<file path="src/rtl/cbz_pkg.sv">
package cbz_pkg;
  localparam logic [1:0] PRIV_U = 2'd0;
  localparam logic [1:0] PRIV_S = 2'd1;
  localparam logic [1:0] PRIV_M = 2'd3;

  typedef enum logic [1:0] {
    EXC_NONE    = 2'd0,
    EXC_ILLEGAL = 2'd1,
    EXC_VIRTUAL = 2'd2,
    EXC_STFAULT = 2'd3
  } cbz_exc_e;

  typedef enum logic [1:0] {
    ST_IDLE = 2'd0,
    ST_ZERO = 2'd1,
    ST_RESP = 2'd2
  } cbz_state_e;
endpackage

</file>
<file path="src/rtl/cbz_perm_check.sv">
module cbz_perm_check
  import cbz_pkg::*;
(
  input  logic [1:0] priv,
  input  logic       virt,
  input  logic       m_en,
  input  logic       h_en,
  input  logic       s_en,
  output cbz_exc_e   verdict
);
  logic below_m;
  logic is_user;
  logic user_or_sup;
  logic m_fail;
  logic v_fail;
  logic s_fail;

  assign below_m     = (priv != PRIV_M);
  assign is_user     = (priv == PRIV_U);
  assign user_or_sup = (priv == PRIV_U) || (priv == PRIV_S);

  assign m_fail = below_m && !m_en;
  assign v_fail = virt && ((user_or_sup && !h_en) || (is_user && !s_en));
  assign s_fail = is_user && !s_en;

  // Priority: machine, virtual, supervisor
  always_comb begin
    if (m_fail)      verdict = EXC_ILLEGAL;
    else if (v_fail) verdict = EXC_VIRTUAL;
    else if (s_fail) verdict = EXC_ILLEGAL;
    else             verdict = EXC_NONE;
  end
endmodule

</file>
<file path="src/rtl/cbz_byte_walker.sv">
module cbz_byte_walker #(
  parameter int AW        = 32,
  parameter int BLK_BYTES = 64
) (
  input  logic          clk,
  input  logic          rst_n,
  input  logic          load,
  input  logic [AW-1:0] load_addr,
  input  logic          step,
  output logic [AW-1:0] base_addr,
  output logic [AW-1:0] cur_addr,
  output logic          at_last
);
  localparam int OFS_W = $clog2(BLK_BYTES);

  logic [AW-1:OFS_W] base_hi;
  logic [OFS_W-1:0]  idx;

  always_ff @(posedge clk or negedge rst_n) begin
    if (!rst_n) begin
      base_hi <= '0;
      idx     <= '0;
    end else if (load) begin
      base_hi <= load_addr[AW-1:OFS_W];
      idx     <= '0;
    end else if (step) begin
      idx <= idx + OFS_W'(1);
    end
  end

  assign base_addr = {base_hi, {OFS_W{1'b0}}};
  assign cur_addr  = {base_hi, idx};
  assign at_last   = &idx;
endmodule

</file>
<file path="src/rtl/cbz_engine.sv">
module cbz_engine
  import cbz_pkg::*;
#(
  parameter int AW        = 32,
  parameter int BLK_BYTES = 64
) (
  input  logic          clk,
  input  logic          rst_n,
  input  logic          req_valid,
  output logic          req_ready,
  input  logic [AW-1:0] req_addr,
  input  logic [1:0]    req_priv,
  input  logic          req_virt,
  input  logic          req_men,
  input  logic          req_hen,
  input  logic          req_sen,
  output logic          wr_valid,
  input  logic          wr_ready,
  output logic [AW-1:0] wr_addr,
  output logic [7:0]    wr_data,
  input  logic          wr_fault,
  output logic          done,
  output logic          exc_valid,
  output logic [1:0]    exc_kind,
  output logic [AW-1:0] exc_addr
);
  cbz_state_e state_q;
  cbz_exc_e   resp_q;
  cbz_exc_e   verdict;
  logic       accept;
  logic       wr_fire;
  logic       step;
  logic       at_last;
  logic [AW-1:0] base_addr;
  logic [AW-1:0] cur_addr;

  assign accept  = req_valid && req_ready;
  assign wr_fire = wr_valid && wr_ready;
  assign step    = wr_fire && !wr_fault;

  cbz_perm_check u_perm (
    .priv    (req_priv),
    .virt    (req_virt),
    .m_en    (req_men),
    .h_en    (req_hen),
    .s_en    (req_sen),
    .verdict (verdict)
  );

  cbz_byte_walker #(.AW(AW), .BLK_BYTES(BLK_BYTES)) u_walk (
    .clk       (clk),
    .rst_n     (rst_n),
    .load      (accept),
    .load_addr (req_addr),
    .step      (step),
    .base_addr (base_addr),
    .cur_addr  (cur_addr),
    .at_last   (at_last)
  );

  always_ff @(posedge clk or negedge rst_n) begin
    if (!rst_n) begin
      state_q <= ST_IDLE;
      resp_q  <= EXC_NONE;
    end else begin
      unique case (state_q)
        ST_IDLE: if (accept) begin
          if (verdict == EXC_NONE) begin
            state_q <= ST_ZERO;
          end else begin
            state_q <= ST_RESP;
            resp_q  <= verdict;
          end
        end
        ST_ZERO: if (wr_fire) begin
          if (wr_fault) begin
            state_q <= ST_RESP;
            resp_q  <= EXC_STFAULT;
          end else if (at_last) begin
            state_q <= ST_RESP;
            resp_q  <= EXC_NONE;
          end
        end
        ST_RESP: state_q <= ST_IDLE;
        default: state_q <= ST_IDLE;
      endcase
    end
  end

  assign req_ready = (state_q == ST_IDLE);
  assign wr_valid  = (state_q == ST_ZERO);
  assign wr_addr   = cur_addr;
  assign wr_data   = 8'h00;
  assign done      = (state_q == ST_RESP) && (resp_q == EXC_NONE);
  assign exc_valid = (state_q == ST_RESP) && (resp_q != EXC_NONE);
  assign exc_kind  = exc_valid ? resp_q : EXC_NONE;
  assign exc_addr  = base_addr;
endmodule

</file>
<file path="config.mk">
export PLATFORM = sky130hd
export DESIGN_NAME = cbz_engine
export DESIGN_NICKNAME = d
export VERILOG_FILES = /design/src/rtl/cbz_pkg.sv /design/src/rtl/cbz_perm_check.sv /design/src/rtl/cbz_byte_walker.sv /design/src/rtl/cbz_engine.sv
export SDC_FILE = /design/constraint.sdc
export NUM_CORES = 1
export LEC_CHECK = 0
export ABC_AREA = 1
export BUFFER_PORTS_ARGS = -buffer_cell sky130_fd_sc_hd__buf_2
export CAP_MARGIN = 20
export CELL_PAD_IN_SITES_DETAIL_PLACEMENT = 1
export CELL_PAD_IN_SITES_GLOBAL_PLACEMENT = 2
export CORE_MARGIN = 2
export CORE_UTILIZATION = 24
export DETAILED_ROUTE_END_ITERATION = 10
export GPL_TIMING_DRIVEN = 0
export PLACE_DENSITY_LB_ADDON = 0.1
export SYNTH_ARGS = -nofsm -noshare
export SYNTH_HDL_FRONTEND = slang
export SYNTH_SLANG_ARGS = --single-unit
</file>
<file path="constraint.sdc">
create_clock -name clk -period 2.1 [get_ports clk]
set_clock_uncertainty 0.05 [all_clocks]
set_input_delay 0.315 -clock clk [delete_from_list [all_inputs] [get_ports clk]]
set_output_delay 0.315 -clock clk [all_outputs]
set_load 0.01 [all_outputs]
</file>
## Yosys cells after proc, flatten, opt, wreduce, memory -nomap -nowiden

Cells that the tools add are included.

- Bits in registers: 36

- Reduce and logical (&&, ||, !) cells: 25
- Multiplexer cells: 18
- Add/sub/neg operators: 1
- Eq/ne operators: 8

Operator list:

| cell | number |
|---|---|
| $mux 2 | 13 |
| $mux 6 | 2 |
| $logic_and 1x1->1 | 9 |
| $logic_not 2->1 | 4 |
| $pmux 2 s2 | 2 |
| $add 6x1->6 const B | 1 |
| $reduce_and 6->1 | 1 |
| $reduce_bool 2->1 | 3 |
| $reduce_and 5->1 | 1 |
| $eq 2x1->1 const B | 2 |
| $logic_not 1->1 | 4 |
| $ne 2x1->1 const B | 2 |
| $ne 2x2->1 const B | 2 |
| $ne 3x1->1 const B | 1 |
| $reduce_and 3->1 | 1 |
| $eq 2x2->1 const B | 1 |
| $logic_or 1x1->1 | 2 |
| $mux 1 | 1 |

## Depth between registers and ports, before layout

Gate-level depths: netlist of run 1.

- Depth after elaboration: 11
- Mapped depth: 9
- Depth with buffers taken out: 9

## Hierarchy

A second synthesis of run 1 with hierarchy kept.

- Cells, all modules: 246
- Area, all modules: 1939.4 um2

By module, submodules not included:

| module | area an instance (um2) | cells an instance | times used |
|---|---|---|---|
| cbz_byte_walker | 1534.0 | 180 | 1 |
| cbz_engine | 362.8 | 56 | 1 |
| cbz_perm_check | 42.5 | 10 | 1 |

## Worst setup path before layout of run 1

No wires, ideal clock.

- Path kind: reg-to-output
- Start: register state_q[1]
- End: output done
- Arrival time: 1027 ps
- Cell stages (with the launch flop): 4
- Slack: 708 ps
- Buffers on the path: 0
- Required time: 1735 ps
- Path through: dfrtp_1 -> inv_2 -> or2_2 -> nor3_1

- Longest elaborated chain between the ends: 2

RTL lines:

| element | RTL line | text |
|---|---|---|
| start: declaration | cbz_engine.sv:27 | `cbz_state_e state_q;` |
| start signal: assignment | cbz_engine.sv:63 | `state_q <= ST_IDLE;` |
| start signal: assignment | cbz_engine.sv:69 | `state_q <= ST_ZERO;` |
| start signal: assignment | cbz_engine.sv:71 | `state_q <= ST_RESP;` |
| $eq 2x2->1 | cbz_engine.sv:94 | `assign done = (state_q == ST_RESP) && (resp_q == EXC_NONE);` |
| $logic_and 1x1->1 | cbz_engine.sv:94 |  |
| end: declaration | cbz_engine.sv:22 | `output logic done,` |

Every way passes these cells.

## Worst setup path in the final report of run 1

Same ends and word-level chain as after synthesis.

==> out/results.tsv, run 1 <==
metric	value	unit
Worst IR Drop VDD	387	uV
post-synth top area cell	dfrtp_1	
register bit total from synthesis	36	
largest net degree at the start of global routing	37	
crit path launch	state_q[1]	
average vias per placed instance	3.93	
count leader, synth	nand2_1	
Final Cycle Share	0.871	
Post-synth ARST share	1.00	
Critical Path RT	1740	ps
critical path endpoint	done	
hold slack	70.9	ps
layout cell share with drive strength beyond 1	0.451	
crit path time final	1830	ps
final setup fails	0	
Max Fclk	547	MHz
vias in the first global route	1807	
Starting Density	0.244	
Layout area overhead	40.8	%
Final Hold Viols	0	
wire per inst	11.2	microns
RR Endpoint	resp_q[1]	
Clock Tree Buf Depth	2	
overall power	3830	uW
Synth cell types	29	
H-Tree Depth	2	
outcome	completed	
CTS Buf Count	5	
area share of the largest cell type after synthesis	0.455	
Slowest cell on crit path	dfrtp_1	
pwr dens	1370	nW/um^2
hold buffer count at CTS	0	
Syn Area/Cell	7.94	sq um
CP arrival	1460	ps
routability cong.	0.807	
Post-synth top cells	100 x nand2_1, 43 x buf_4, 36 x dfrtp_1	
critical path's top delay family	simple AND/OR/NAND/NOR gates	
number of flops mapped to enable cells by yosys	0	
Worst path max stage delay	440	ps
Top Ports	121	
Synth area leaders	dfrtp_1 46%, nand2_1 19%, buf_4 16%	
unrepaired setup endpoints after global routing	false	
Max Cap Viol	0	
Std-Cell Rows	33	
clock sinks	36	
Max-Slew Margin vs Limit	0.445	
first-pass GRT wire length	8.54	mm
Worst Max-Slew Pin Slew	833	ps
startpoint types	flop	
fin nets	413	
total negative slack	0	ps
antenna fix cells	0	
non-filler cells, final	475	
drt pass-1 iters	3	
core box area	8090	sq um
Yosys warnings	0	
clk root buf	clkbuf_8	
pre-CTS setup slack	578	ps
Hold Crit Class	input pin to asynchronous set/reset pin	
drc violations	0	
Final Max Slew Viols	0	
critical path class	flop to output pin	
R2R Path Start	u_walk.idx[0]	
Die Y	94.8	microns
path depth of the worst reg2reg path	8	
R2R setup slack	590	ps
CP Cell Sequence	inv_2 -> or2_2 -> nor3_1 -> buf_2	
Clock Pin Slew Worst Setup and Hold Paths	70	ps
CP Buf/Inv Count	2	
post-route ant nets	0	
TritonCTS clock tree	yes	
Main synth FF type	dfrtp_1	
Synth Cell Area	1980	sq um
die area	8980	sq um
Syn Inst Count	249	
post-CTS sizing	0	
Starting DRT DRC Count	16	
postcts setup bufs	0	
die width	94.8	microns
Worst path depth	4	
placed cell count	467	
initial antenna violation count	0	
PortBufs	100	
DP HPWL	4.12	mm
Final WS setup	271	ps
gr usage total	0.122	
Worst setup EP type	output pin	
Leak Pwr	0.00169	uW
later-pin clock latency in the skew report	290	ps
sequential area share after synthesis	0.455	
gr ovfl total	0	
via count	1866	
Critical Path Fanout Max	4	
WL final	5.31	mm
==> flip-flops by register name, indices dropped and copies added (netlist names) <==
signal	cells
resp_q	2
state_q	2
u_walk.base_hi	26
u_walk.idx	6
==> through the flow <==
stage,cell area (sq um),utilization
2_1_floorplan,2030,-
3_3_place_gp,2660,0.329
3_5_place_dp,2660,0.329
4_1_cts,2790,0.344
5_1_grt,2790,0.344
6_report,2790,0.344
==> cell type report <==
cell class	instances	area (sq um)
clock buffers	7	96.3
fillers	1043	5310
multi-input cells	162	723
well taps	105	131
inverters	19	71.3
clock inverters	1	30.0
plain buffers	45	332
flip-flops and latches	36	901
repair buffers	100	500
==> how the worst min path moves through the flow <==
stage,startpoint,cells past startpoint,to,slack [ps]
after floorplan,rst_n,0,resp_q[0],-30
after global placement,rst_n,1,u_walk.base_hi[26],430
after detailed placement,rst_n,1,u_walk.base_hi[26],430
after CTS,rst_n,1,u_walk.base_hi[26],110
after global routing,rst_n,1,u_walk.base_hi[26],140
final,rst_n,1,u_walk.base_hi[26],70
==> layout by cell type (no fill, tap or decap), drive strengths merged <==
master | Yosys | final
a21o | 1 | 1
a21oi | 2 | 2
a31oi | 1 | 1
and3 | 1 | 1
buf | 44 | 144
bufinv | 0 | 1
clkbuf | 1 | 8
conb | 1 | 14
dfrtp | 36 | 36
ha | 1 | 1
inv | 19 | 19
nand2 | 104 | 104
nand3 | 7 | 7
nand4 | 3 | 3
nor2 | 15 | 15
nor3 | 3 | 3
o21a | 1 | 1
o21ai | 4 | 4
o21bai | 2 | 2
o31ai | 1 | 1
or2 | 1 | 1
xnor2 | 1 | 1
==> metal layers <==
metal,global-route usage,wire (microns),vias up
met5,0,0,-
met4,0.0362,50,0
met3,0.0383,431,4
met2,0.199,2460,69
met1,0.155,2370,851
li1,-,-,942
==> report_power, final <==
group	switching, uW	internal (uW)
Clock	258	419
Combinational	1000	918
Sequential	246	985
Total	1500	2320
==> logic make-up after synthesis <==
group	synth area share
compound gates	0.0399
xor+xnor	0.00443
fa+ha+maj	0.00632
buf+inv	0.204
flops	0.455
other cells	0.00190
simple gates	0.288
No activity file was read; power rests on OpenSTA's default activity.
==> run 2, diff against run 1 <==
CORE_UTILIZATION = 23   (was 24)
SYNTH_HIERARCHICAL = 1   (was default)
==> run 2 against run 1 <==
Net effect: flip-flop and latch count unchanged; final cell count decreased by 1.1%; critical endpoint is now u_walk/idx[5]; sequential power about the same; synthesized cell count decreased by 1.2%.
==> out/results.tsv, run 2 <==
metric	value	unit	change
CP Cell Sequence	inv_2 -> nand2_1 -> nor3_1 -> nand2_2 -> nor2_4 -> nand3_1 -> nand2_1 -> nor2_1		
Yosys warnings	6		+6
die width	95.8	microns	+1.1%
P_sw	1450	uW	-3.8%
Top Ports	121		unchanged
Slowest cell on crit path	nor3_1		
pwr dens	1330	nW/um^2	-3.5%
total negative slack	0	ps	unchanged
post-CTS sizing	0		unchanged
Syn Inst Count	246		-1.2%
Starting Density	0.237		-0.00721
H-Tree Depth	2		unchanged
CP arrival	1980	ps	+520 ps
gr usage total	0.112		-0.0102
fin nets	409		-0.97%
average vias per placed instance	3.89		-0.99%
CP dominant cell by count	nand2_1		
core box area	8180	sq um	+1.0%
Layout area overhead	38.9	%	
final setup fails	0		unchanged
Hold Crit Class	input pin to asynchronous set/reset pin		
number of flops mapped to enable cells by yosys	0		unchanged
Worst setup EP type	flop		
wire per inst	10.8	microns	-3.5%
met2 GRT Util	0.189		-0.00919
initial antenna violation count	0		unchanged
fill cell count	1052		+0.86%
overall power	3570	uW	-6.7%
drt pass-1 iters	4		+1
gr ovfl total	0		unchanged
count leader, synth	nand2_1		
Synth Cell Area	1940	sq um	-2.0%
largest reg by FF count	u_walk/base_hi		
most common cell after layout, fill and taps aside	buf_2		
outcome	completed		
Final Max Slew Viols	0		unchanged
Leak Pwr	0.00165	uW	-2.3%
DP HPWL	3.97	mm	-3.7%
startpoint types	flop		
Critical Path RT	2220	ps	+480 ps
post-synth top area cell	dfrtp_1		
routability cong.	0.696		-14%
Synth cell types	24		-17%
Post-synth ARST share	1.00		unchanged
via count	1828		-2.0%
Final Hold Viols	0		unchanged
Main synth FF type	dfrtp_1		
Clock power frac	0.127		-0.050
Sw Share	0.405		+0.0120
Starting DRT DRC Count	33		+17
crit path time final	1860	ps	+31.0 ps
Synth area leaders	dfrtp_1 46%, nand2_1 20%, buf_4 15%		
first-pass GRT wire length	8.02	mm	-6.0%
max FFs per register	26		unchanged
Post-synth top cells	102 x nand2_1, 40 x buf_4, 36 x dfrtp_1		
GRT busiest layer	met2		
Max Cap Viol	0		unchanged
internal power	2120	uW	-8.5%
M3 GR Usage	0.0227		-0.0156
Worst path max stage delay	570	ps	+130 ps
hold buffer count at CTS	0		unchanged
sequential share of power	0.346		+0.024
Critical Path Fanout Max	6		+2
Max Fclk	538	MHz	-1.7%
Worst IR Drop VDD	269	uV	-30%
CTS Buf Count	5		unchanged
vias in the first global route	1690		-6.5%
largest registers	u_walk/base_hi: 26 flops, u_walk/idx: 6 flops		
Final Cycle Share	0.886		+0.0148
M1 GR Usage	0.143		-0.0125
layout cell share with drive strength beyond 1	0.447		-0.00478
clk root buf	clkbuf_8		
Syn Area/Cell	7.88	sq um	-0.77%
critical path class	flop to flop		
later-pin clock latency in the skew report	270	ps	-20 ps
Clock Tree Buf Depth	2		unchanged
Die Y	95.8	microns	+1.1%
PortBufs	100		unchanged
most frequent cells in the layout	104 x buf_2, 102 x nand2_1, 40 x buf_4, 36 x dfrtp_1, 15 x inv_1		
die area	9180	sq um	+2.2%
register bit total from synthesis	36		unchanged
Comb power frac	0.528		+0.027
post-route ant nets	0		unchanged
clock sinks	36		unchanged
Std-Cell Rows	33		unchanged
Worst Max-Slew Pin Slew	828	ps	-4.79 ps
postcts setup bufs	0		unchanged
Clock Pin Slew Worst Setup and Hold Paths	70	ps	about the same
unrepaired setup endpoints after global routing	false		
TritonCTS clock tree	yes		
largest net degree at the start of global routing	37		unchanged
Max-Slew Margin vs Limit	0.448		+0.00320
WL final	5.07	mm	-4.6%
area share of the largest cell type after synthesis	0.465		+0.00911
antenna fix cells	0		unchanged
sequential area share after synthesis	0.465		+0.00911
drc violations	0		unchanged
## run 2: cells by family after synthesis
logic type | after synthesis | synth area share
simple gates | 131 | 0.279
buf+inv | 65 | 0.215
flops | 36 | 0.465
compound gates | 11 | 0.0310
other cells | 2 | 0.00387
fa+ha+maj | 1 | 0.00645
## run 2: through the flow
stage	instance area, sq um	cells	worst slack, ps	hold WS [ps]	util
floorplan	1980	258	515	-30.6	-
global placement	2620	463	261	427	0.320
detailed placement	2620	463	228	426	0.320
CTS	2690	470	205	118	0.330
global route	2690	470	3.65	145	0.330
finish	2690	470	240	81.9	0.330
## run 2: final timing paths
check / from / to / slack, ps / cells after the start
setup / recovery: state_q[1] / u_walk/idx[5] / 240 / 8
hold / removal: rst_n / u_walk/base_hi[8] / 80 / 1
setup reg to reg: state_q[1] / u_walk/idx[5] / 240 / 8
hold reg to reg: u_walk/base_hi[8] / u_walk/base_hi[8] / 440 / 2
max in group asynchronous: rst_n / u_walk/idx[3] / 1390 / 1
min in group clk: req_addr[25] / u_walk/base_hi[25] / 190 / 3
## run 2: final cells by class
type,instances,area [sq um],area share
Multi-Input combinational cell,157,667,0.248
Tap cell,105,131,0.0488
Timing Repair Buffer,100,500,0.186
Clock buffer,6,72.6,0.0269
Sequential cell,36,901,0.334
Buffer,46,343,0.127
Clock inverter,1,5.00,0.00186
Inverter,19,73.8,0.0274
## run 2: power groups by stage
stage | clock, uW | combinational (uW) | sequential, uW
2_1_floorplan | 0 | 1090 | 1340
3_3_place_gp | 0 | 1900 | 1250
3_5_place_dp | 0 | 1930 | 1260
4_1_cts | 491 | 1930 | 1240
5_1_grt | 515 | 2140 | 1290
6_report | 453 | 1880 | 1230
## run 2: worst max-delay path: cells and delay by family, from the launching register on
kind / cells / cell delay (ps)
AND/OR/NAND/NOR: 7 / 1170
flip-flops: 1 / 440
buffers and inverters: 1 / 90
## run 2: layer usage
metal  wire, microns  share of wire
met4              47         0.0093
met2            2420           0.48
met3             324          0.064
met1            2280           0.45
met5               0              0
==> run 3, diff against run 2 <==
CORE_UTILIZATION = 20   (was 23)
RECOVER_POWER = 25   (was default)
clock period = 1.7 ns   (was 2.1 ns; I/O delays follow)
==> run 3 against run 2 <==
Net effect: setup slack worse by 68 ps; non-clock buffer count unchanged; clock power up 41%; largest power group unchanged; combinational power up 25%; utilization down 3.5 points; via count up 0.22%.
==> out/results.tsv, run 3 (synthesis gave the netlist of run 2 again) <==
metric	value	unit	change
outcome	completed		
Final Max Slew Viols	0		unchanged
Top Ports	121		unchanged
Final Instance Area	2750	sq um	+2.0%
core box area	9330	sq um	+14%
R2R setup slack	170	ps	-70 ps
postcts setup bufs	0		unchanged
Clock Pin Slew Worst Setup and Hold Paths	70	ps	about the same
Final Cycle Share	0.899		+0.0129
crit path time final	1530	ps	-332 ps
WL final	5.29	mm	+4.3%
Slowest cell on crit path	dfrtp_1		
most common cell after layout, fill and taps aside	buf_2		
clk root buf	clkbuf_8		
Max Cap Viol	0		unchanged
CP Buf/Inv Count	1		unchanged
Worst Max-Slew Pin Slew	965	ps	+137 ps
Post-DP Area	2650	sq um	+1.1%
non-filler cells, final	495		+5.3%
DP HPWL	4.14	mm	+4.3%
unrepaired setup endpoints after global routing	false		
Leak Pwr	0.00166	uW	+0.50%
most frequent cells in the layout	103 x buf_2, 102 x nand2_1, 40 x buf_4, 36 x dfrtp_1, 15 x inv_1		
critical path class	flop to flop		
clock sinks	36		unchanged
Clock Tree Buf Depth	2		unchanged
Final Hold Viols	0		unchanged
R2R Path Start	state_q[1]		
vias in the first global route	1765		+4.4%
fin nets	409		unchanged
Critical Path Fanout Max	6		unchanged
average vias per placed instance	3.70		-4.8%
die area	10500	sq um	+14%
Max Fclk	655	MHz	+22%
drt pass-1 iters	4		unchanged
Worst IR Drop VDD	329	uV	+22%
path depth of the worst reg2reg path	8		unchanged
largest registers	u_walk/base_hi: 26 flops, u_walk/idx: 6 flops		
total negative slack	0	ps	unchanged
Worst setup EP type	flop		
Layout area overhead	41.7	%	
routability cong.	0.686		-1.5%
largest net degree at the start of global routing	37		unchanged
Hold Crit Class	input pin to asynchronous set/reset pin		
Worst path max stage delay	440	ps	-130 ps
first-pass GRT wire length	8.50	mm	+5.9%
CP dominant cell by count	nand2_1		
overall power	4510	uW	+26%
CP arrival	1650	ps	-330 ps
Max-Slew Margin vs Limit	0.357		-0.0911
gr ovfl total	0		unchanged
later-pin clock latency in the skew report	280	ps	about the same
hold buffer count at CTS	0		unchanged
Starting DRT DRC Count	16		-52%
gr usage total	0.104		-0.00800
placed cell count	487		+5.2%
Starting Density	0.208		-0.0293
antenna fix cells	0		unchanged
via count	1832		+0.22%
max FFs per register	26		unchanged
H-Tree Depth	2		unchanged
drc violations	0		unchanged
final setup fails	0		unchanged
CP Cell Sequence	inv_2 -> nand2_1 -> nor3_4 -> nand2_2 -> nor2_4 -> nand3_1 -> nand2_1 -> nor2_1		
CTS Buf Count	5		unchanged
initial antenna violation count	0		unchanged
Critical Path RT	1830	ps	-390 ps
wire per inst	10.7	microns	-0.99%
TritonCTS clock tree	yes		
RR Endpoint	u_walk/idx[5]		
Die Y	102	microns	+6.9%
Std-Cell Rows	35		+6.1%
critical path's top delay family	simple AND/OR/NAND/NOR gates		
largest reg by FF count	u_walk/base_hi		
post-route ant nets	0		unchanged
PortBufs	100		unchanged
pwr dens	1640	nW/um^2	+24%
layout cell share with drive strength beyond 1	0.448		+0.00151
die width	102	microns	+6.9%
startpoint types	flop		
Finished Core Util	0.295		-0.0349
-- run 3: how the worst max path moves through the flow --
stage,startpoint,to,slack (ps),depth (start not counted)
floorplan,state_q[1],u_walk/idx[5],120,8
global placement,state_q[1],u_walk/idx[5],-180,8
detailed placement,state_q[1],u_walk/idx[5],-160,8
CTS,state_q[1],u_walk/idx[5],70,8
global route,state_q[1],u_walk/idx[5],9,8
finish,state_q[1],u_walk/idx[5],170,8
-- run 3: what timing repair did --
| item | in CTS | in global routing |
|---|---|---|
| gates cloned | 0 | 0 |
| hold endpoints to repair | 0 | 0 |
| endpoints found under the setup margin | 5 | 3 |
| pin swaps | 0 | 0 |
| gates resized for setup | 1 | 1 |
-- run 3: power by group --
| part | leakage [uW] | switching, uW | internal (uW) |
|---|---|---|---|
| clock network | 0.0000455 | 306 | 331 |
| logic | 0.00116 | 1220 | 1130 |
| registers | 0.000455 | 301 | 1220 |
| total | 0.00166 | 1830 | 2680 |
-- run 3: metrics by stage --
| stage | worst slack (ps) | hold WS, ps |
|---|---|---|
| after CTS | 70.0 | 69.7 |
| after detailed placement | -158 | 385 |
| after global placement | -184 | 389 |
| after floorplan | 115 | -90.6 |
| final | 172 | 62.5 |
| after global routing | 8.74 | 109 |
-- run 3: cell type report --
cell class / count / area [sq um]
inverters: 19 / 73.8
clock buffers: 8 / 90.1
plain buffers: 46 / 343
repair buffers: 100 / 500
flip-flops and latches: 36 / 901
well taps: 129 / 161
multi-input cells: 157 / 678
fillers: 1213 / 6580
-- run 3: metal layers --
metal	global-route usage	wire, microns	vias to the layer above
li1	-	-	930
met1	0.128	2290	829
met2	0.173	2490	67
met3	0.0301	426	6
met4	0.0369	80	0
met5	0	0	-
